`src/rtl/msum_pkg.sv`:
```
package msum_pkg;

    typedef enum logic [1:0] {
        ST_IDLE  = 2'd0,
        ST_ISSUE = 2'd1,
        ST_ACCUM = 2'd2,
        ST_DONE  = 2'd3
    } msum_state_e;

    typedef struct packed {
        logic clr;   // zero the total
        logic load;  // capture count, set index to first address
        logic rd;    // present read strobe
        logic acc;   // add returned word
        logic step;  // advance index
    } msum_ctl_t;

endpackage

```
`src/rtl/msum_ctrl.sv`:
```
module msum_ctrl
    import msum_pkg::*;
(
    input  logic        clk,
    input  logic        rst_n,
    input  logic        start_i,
    input  logic        n_zero_i,
    input  logic        last_i,
    output msum_ctl_t   ctl_o,
    output msum_state_e state_o
);

    typedef struct packed {
        msum_state_e st;
    } ctrl_reg_t;

    ctrl_reg_t r_d, r_q;
    msum_ctl_t ctl;

    always_comb begin
        r_d = r_q;
        ctl = '0;
        unique case (r_q.st)
            ST_IDLE: begin
                if (start_i) begin
                    ctl.clr  = 1'b1;
                    ctl.load = 1'b1;
                    r_d.st   = n_zero_i ? ST_DONE : ST_ISSUE;
                end
            end
            ST_ISSUE: begin
                ctl.rd = 1'b1;
                r_d.st = ST_ACCUM;
            end
            ST_ACCUM: begin
                ctl.acc = 1'b1;
                if (last_i) begin
                    r_d.st = ST_DONE;
                end else begin
                    ctl.step = 1'b1;
                    r_d.st   = ST_ISSUE;
                end
            end
            ST_DONE: begin
                r_d.st = ST_IDLE;
            end
            default: r_d.st = ST_IDLE;
        endcase
    end

    always_ff @(posedge clk) begin
        if (!rst_n) r_q <= '{st: ST_IDLE};
        else        r_q <= r_d;
    end

    assign ctl_o   = ctl;
    assign state_o = r_q.st;

endmodule

```
`src/rtl/msum_dp.sv`:
```
module msum_dp #(
    parameter int DATA_W = 16,
    parameter int ADDR_W = 8
) (
    input  logic              clk,
    input  logic              rst_n,
    input  logic              clr_i,
    input  logic              load_i,
    input  logic              step_i,
    input  logic              acc_i,
    input  logic [ADDR_W-1:0] count_i,
    input  logic [DATA_W-1:0] rdata_i,
    output logic [ADDR_W-1:0] idx_o,
    output logic              last_o,
    output logic              n_zero_o,
    output logic [DATA_W-1:0] total_o
);

    localparam logic [ADDR_W-1:0] FIRST_IDX = ADDR_W'(1);
    localparam logic [ADDR_W-1:0] IDX_STEP  = ADDR_W'(1);

    typedef struct packed {
        logic [ADDR_W-1:0] idx;
        logic [ADDR_W-1:0] n;
        logic [DATA_W-1:0] total;
    } dp_reg_t;

    dp_reg_t r_d, r_q;

    always_comb begin
        r_d = r_q;
        if (clr_i)  r_d.total = '0;
        if (load_i) begin
            r_d.idx = FIRST_IDX;
            r_d.n   = count_i;
        end
        if (step_i) r_d.idx   = r_q.idx + IDX_STEP;
        if (acc_i)  r_d.total = r_q.total + rdata_i;   // wraps at DATA_W
    end

    always_ff @(posedge clk) begin
        if (!rst_n) r_q <= '0;
        else        r_q <= r_d;
    end

    assign idx_o    = r_q.idx;
    assign last_o   = (r_q.idx == r_q.n);
    assign n_zero_o = (count_i == '0);
    assign total_o  = r_q.total;

endmodule

```
`src/rtl/mem_sum_accel.sv`:
```
module mem_sum_accel #(
    parameter int DATA_W = 16,
    parameter int ADDR_W = 8
) (
    input  logic              clk,
    input  logic              rst_n,
    input  logic              start_i,
    input  logic [ADDR_W-1:0] count_i,
    output logic [ADDR_W-1:0] mem_addr_o,
    output logic              mem_rd_o,
    input  logic [DATA_W-1:0] mem_rdata_i,
    output logic              busy_o,
    output logic              done_o,
    output logic [DATA_W-1:0] total_o
);
    import msum_pkg::*;

    msum_ctl_t   ctl;
    msum_state_e state;
    logic        last;
    logic        n_zero;

    msum_ctrl u_ctrl (
        .clk      (clk),
        .rst_n    (rst_n),
        .start_i  (start_i),
        .n_zero_i (n_zero),
        .last_i   (last),
        .ctl_o    (ctl),
        .state_o  (state)
    );

    msum_dp #(
        .DATA_W (DATA_W),
        .ADDR_W (ADDR_W)
    ) u_dp (
        .clk      (clk),
        .rst_n    (rst_n),
        .clr_i    (ctl.clr),
        .load_i   (ctl.load),
        .step_i   (ctl.step),
        .acc_i    (ctl.acc),
        .count_i  (count_i),
        .rdata_i  (mem_rdata_i),
        .idx_o    (mem_addr_o),
        .last_o   (last),
        .n_zero_o (n_zero),
        .total_o  (total_o)
    );

    assign mem_rd_o = ctl.rd;
    assign busy_o   = (state != ST_IDLE);
    assign done_o   = (state == ST_DONE);

endmodule

```
`config.mk`:
```
export PLATFORM = sky130hd
export DESIGN_NAME = mem_sum_accel
export DESIGN_NICKNAME = d
export VERILOG_FILES = /design/src/rtl/msum_pkg.sv /design/src/rtl/msum_ctrl.sv /design/src/rtl/msum_dp.sv /design/src/rtl/mem_sum_accel.sv
export SDC_FILE = /design/constraint.sdc
export NUM_CORES = 1
export LEC_CHECK = 0
export ABC_CLOCK_PERIOD_IN_PS = 1950
export CORE_ASPECT_RATIO = 0.6
export CORE_MARGIN = 4
export CORE_UTILIZATION = 40
export CTS_BUF_LIST = sky130_fd_sc_hd__clkbuf_4 sky130_fd_sc_hd__clkbuf_8
export DETAILED_ROUTE_END_ITERATION = 8
export GPL_TIMING_DRIVEN = 0
export HOLD_SLACK_MARGIN = 0.05
export PLACE_DENSITY = 0.68
export SLEW_MARGIN = 20
export SYNTH_ARGS = -nofsm -noshare
export SYNTH_HDL_FRONTEND = slang
export SYNTH_SLANG_ARGS = --single-unit
```
`constraint.sdc`:
```
create_clock -name clk -period 1.95 [get_ports clk]
set_input_delay 0.39 -clock clk [delete_from_list [all_inputs] [get_ports clk]]
set_output_delay 0.39 -clock clk [all_outputs]
set_load 0.005 [all_outputs]
```
==> impl_metrics.yaml <==
status:
  status: "finished, violations left"
  violations: "setup timing"
routing:
  detail_route.wl_per_cell_um: 16.0
  vias_per_cell: 5.38
  wirelength_met1_um: 3800
  firstDrtPassIters: 4
  vias: 2460
  drc: 0
  drt-initial-drc-count: 146
  wl_um: 7330
  ant_nets: 0
  wl_met3_um: 554
  top_layer_used: "met4"
  wl_met2_um: 2900
critical_path:
  required_ns: 2.15
  critical_path_peak_fanout: 5
  crit_type: "reg2reg"
  worstReg2RegEnd: "u_dp.total_o[14]$_SDFFE_PN0P_"
  end_kind: "flop"
  crit_start: "u_dp.total_o[11]$_SDFFE_PN0P_"
  r2r_cells: 6
  worst_setup_path_start_kind: "flop"
  crit_end: "u_dp.total_o[14]$_SDFFE_PN0P_"
  worstPathArrival_ns: 2.17
  r2r_setup_slack_ns: -0.01
  worstReg2RegStart: "u_dp.total_o[11]$_SDFFE_PN0P_"
synth:
  synthArstFlopShare: 0
  synth_flop_cell: "dfxtp_1"
  syn_area_sq_mm: 0.00244
  seq_area_frac_synth: 0.279
  synth.distinct_cells: 52
  yosysWarnings: 0
  postSynthCellCount: 298
  syn_area_per_cell_sq_um: 8.19
  synth_nets: 342
  ys_ff_latch: 34
  synth-edff-count: 0
clock_network:
  cts.path.max_buffers: 2
  htreeDepth: 2
  clock_sinks: 34
  cts_tree: "yes"
  clk_pin_slew_worst_paths_ns: 0.08
  clockRootBuffer: "clkbuf_8"
  cts_buffers: 5
  clk_latency_ns: 0.30
power_and_ir_drop:
  powerDensity_mw_per_mm2: 530
  leakage_nw: 1.46
  ir_worst_vdd_mv: 0.312
global_routing:
  antenna_found_initial: 0
  grt_util_all_layers: 0.205
  grt-ovfl-total: 0
  grt_pass1_vias: 2312
  grt_max_degree: 12
  grt_pass1_wl_um: 11700
sta:
  slew_headroom: 0.609
  worst_slack_ns: -0.0132
  setup_viol: 2
  tns_ns: -0.0202
  post-route-period-util: 1.01
  finClkSkew_ns: 0.0101
  fmax_ghz: 0.509
  finalHoldViolations: 0
  period_minus_slack_ns: 1.96
  rsz0062_at_grt: "yes"
  drv_slew: 0
  tightest_slew_ns: 0.586
floorplanning:
  num_rows: 21
  die-area_sq_mm: 0.00745
  die_height_um: 68.5
  core_area_sq_mm: 0.00573
  io_pins: 54
  die_width_um: 109
  start_util: 0.426
cells_and_area:
  drive_gt1_frac: 0.292
  area_delta_synth_final_pct: 50.1
  most-common-layout-cells: "43 x buf_4, 38 x clkdlybuf4s50_1, 33 x nand2_1"
  fill_cells: 525
  layout_commonest_cell: "buf_4"
  diodes: 0
  fin_area_sq_mm: 0.00366
  fin_nets: 420
placement:
  dp_hpwl_um: 5290
  placed_area_sq_mm: 0.00317
  globalplace.congestion: 0.853
  io_buffers: 52
flow_run:
  drv_cap: 0
worst_hold_path:
  hp-class: "in2reg"
-- flip-flops by register name, summed over array words and instances (netlist names) --
signal	cells
u_ctrl.state_o	2
u_dp.r_q	8
u_dp.total_o	16
u_dp.idx_o	8
-- metal layers --
layer  vias to the layer above  track usage
li1                       1223            -
met5                         -            0
met2                        76        0.288
met1                      1153        0.313
met4                         0       0.0583
met3                         8       0.0381
-- kinds of logic (layout without fill, tap and decap cells) --
kind of cell,count (synthesis),in the layout,share of synthesized area
adders and majority gates,17,17,0.0903
and+or+nand+nor,99,99,0.217
muxes,1,1,0.00615
buffers and inverters,40,119,0.101
AOI/OAI and AO/OA,93,93,0.256
xor gates and xnor gates,14,14,0.0503
DFF,34,34,0.279
-- per-stage QoR --
step	hold WS, ns	instances	power [mW]	util	setup slack, ns
after global routing	0.417	457	2.04	0.639	-0.0772
after floorplan	0.448	298	1.02	-	-0.00200
after detailed placement	0.463	430	1.19	0.553	-0.694
final	0.420	457	1.94	0.639	-0.0132
after CTS	0.410	452	1.90	0.623	-0.0133
after global placement	0.458	430	1.18	0.553	-0.691
-- final cells by class --
| class | instances | area (sq um) | share of cell area |
|---|---|---|---|
| Clock buffer | 5 | 68.8 | 0.0188 |
| Timing Repair Buffer | 71 | 652 | 0.178 |
| Buffer | 33 | 228 | 0.0622 |
| Multi-Input combinational cell | 224 | 1850 | 0.506 |
| Tap cell | 80 | 100 | 0.0273 |
| Sequential cell | 34 | 696 | 0.190 |
| Clock inverter | 3 | 40.0 | 0.0109 |
| Inverter | 7 | 26.3 | 0.00717 |
-- worst min-delay path by stage --
stage / to / slack [ns] / cells past startpoint / start
after floorplan: u_dp.r_q[16]$_SDFFE_PN0P_ / 0.45 / 2 / u_dp.r_q[16]$_SDFFE_PN0P_
after global placement: u_dp.r_q[19]$_SDFFE_PN0P_ / 0.46 / 2 / u_dp.r_q[19]$_SDFFE_PN0P_
after detailed placement: u_dp.r_q[18]$_SDFFE_PN0P_ / 0.46 / 2 / u_dp.r_q[18]$_SDFFE_PN0P_
after CTS: u_dp.total_o[6]$_SDFFE_PN0P_ / 0.41 / 2 / rst_n
after global routing: u_dp.idx_o[4]$_SDFFE_PN0P_ / 0.42 / 2 / rst_n
final: u_dp.total_o[7]$_SDFFE_PN0P_ / 0.42 / 2 / rst_n
-- cell usage after synthesis (2+ instances only) --
cell	instances	area [sq um]
a211oi_1	4	30.0
a21boi_0	2	15.0
a21o_1	7	52.6
a21oi_1	28	140
a21oi_2	2	17.5
a22oi_1	4	30.0
a32o_1	3	30.0
a41oi_1	2	17.5
and2_1	5	31.3
and3_1	4	25.0
buf_2	4	20.0
buf_4	24	180
clkbuf_1	5	18.8
dfxtp_1	34	681
ha_1	16	200
inv_1	7	26.3
nand2_1	34	128
nand2b_1	3	18.8
nand3_1	6	30.0
nand3b_1	2	15.0
nor2_1	13	48.8
nor2b_1	4	25.0
nor3_1	3	15.0
nor3b_1	9	67.6
nor4_1	2	12.5
nor4_2	2	25.0
o2111ai_1	2	17.5
o211ai_1	6	45.0
o21a_1	9	67.6
o21ai_0	12	60.1
o31a_1	3	26.3
or3_1	4	25.0
or3b_2	2	17.5
xnor2_1	4	35.0
xor2_1	10	87.6
-- power breakdown --
part	switching, mW	internal [mW]	leakage (nW)
combinational	0.250	0.265	1.12
clock	0.294	0.377	0.0579
sequential	0.0341	0.722	0.281
total	0.578	1.36	1.46
-- critical path, cell delays in order (launching register included) --
cell and delay (ns):
dfxtp_4 0.35, ha_4 0.23, a21o_1 0.15, a21o_1 0.18
a221o_1 0.37, or3_1 0.32, a32o_1 0.26
-- timing repair --
action / in CTS / in global routing
pin swaps: 17 / 9
hold buffers: 0 / 0
resized for setup: 54 / 16
setup buffers: 15 / 5
setup endpoints to repair: 10 / 11
(Power assumes the default switching activity.)
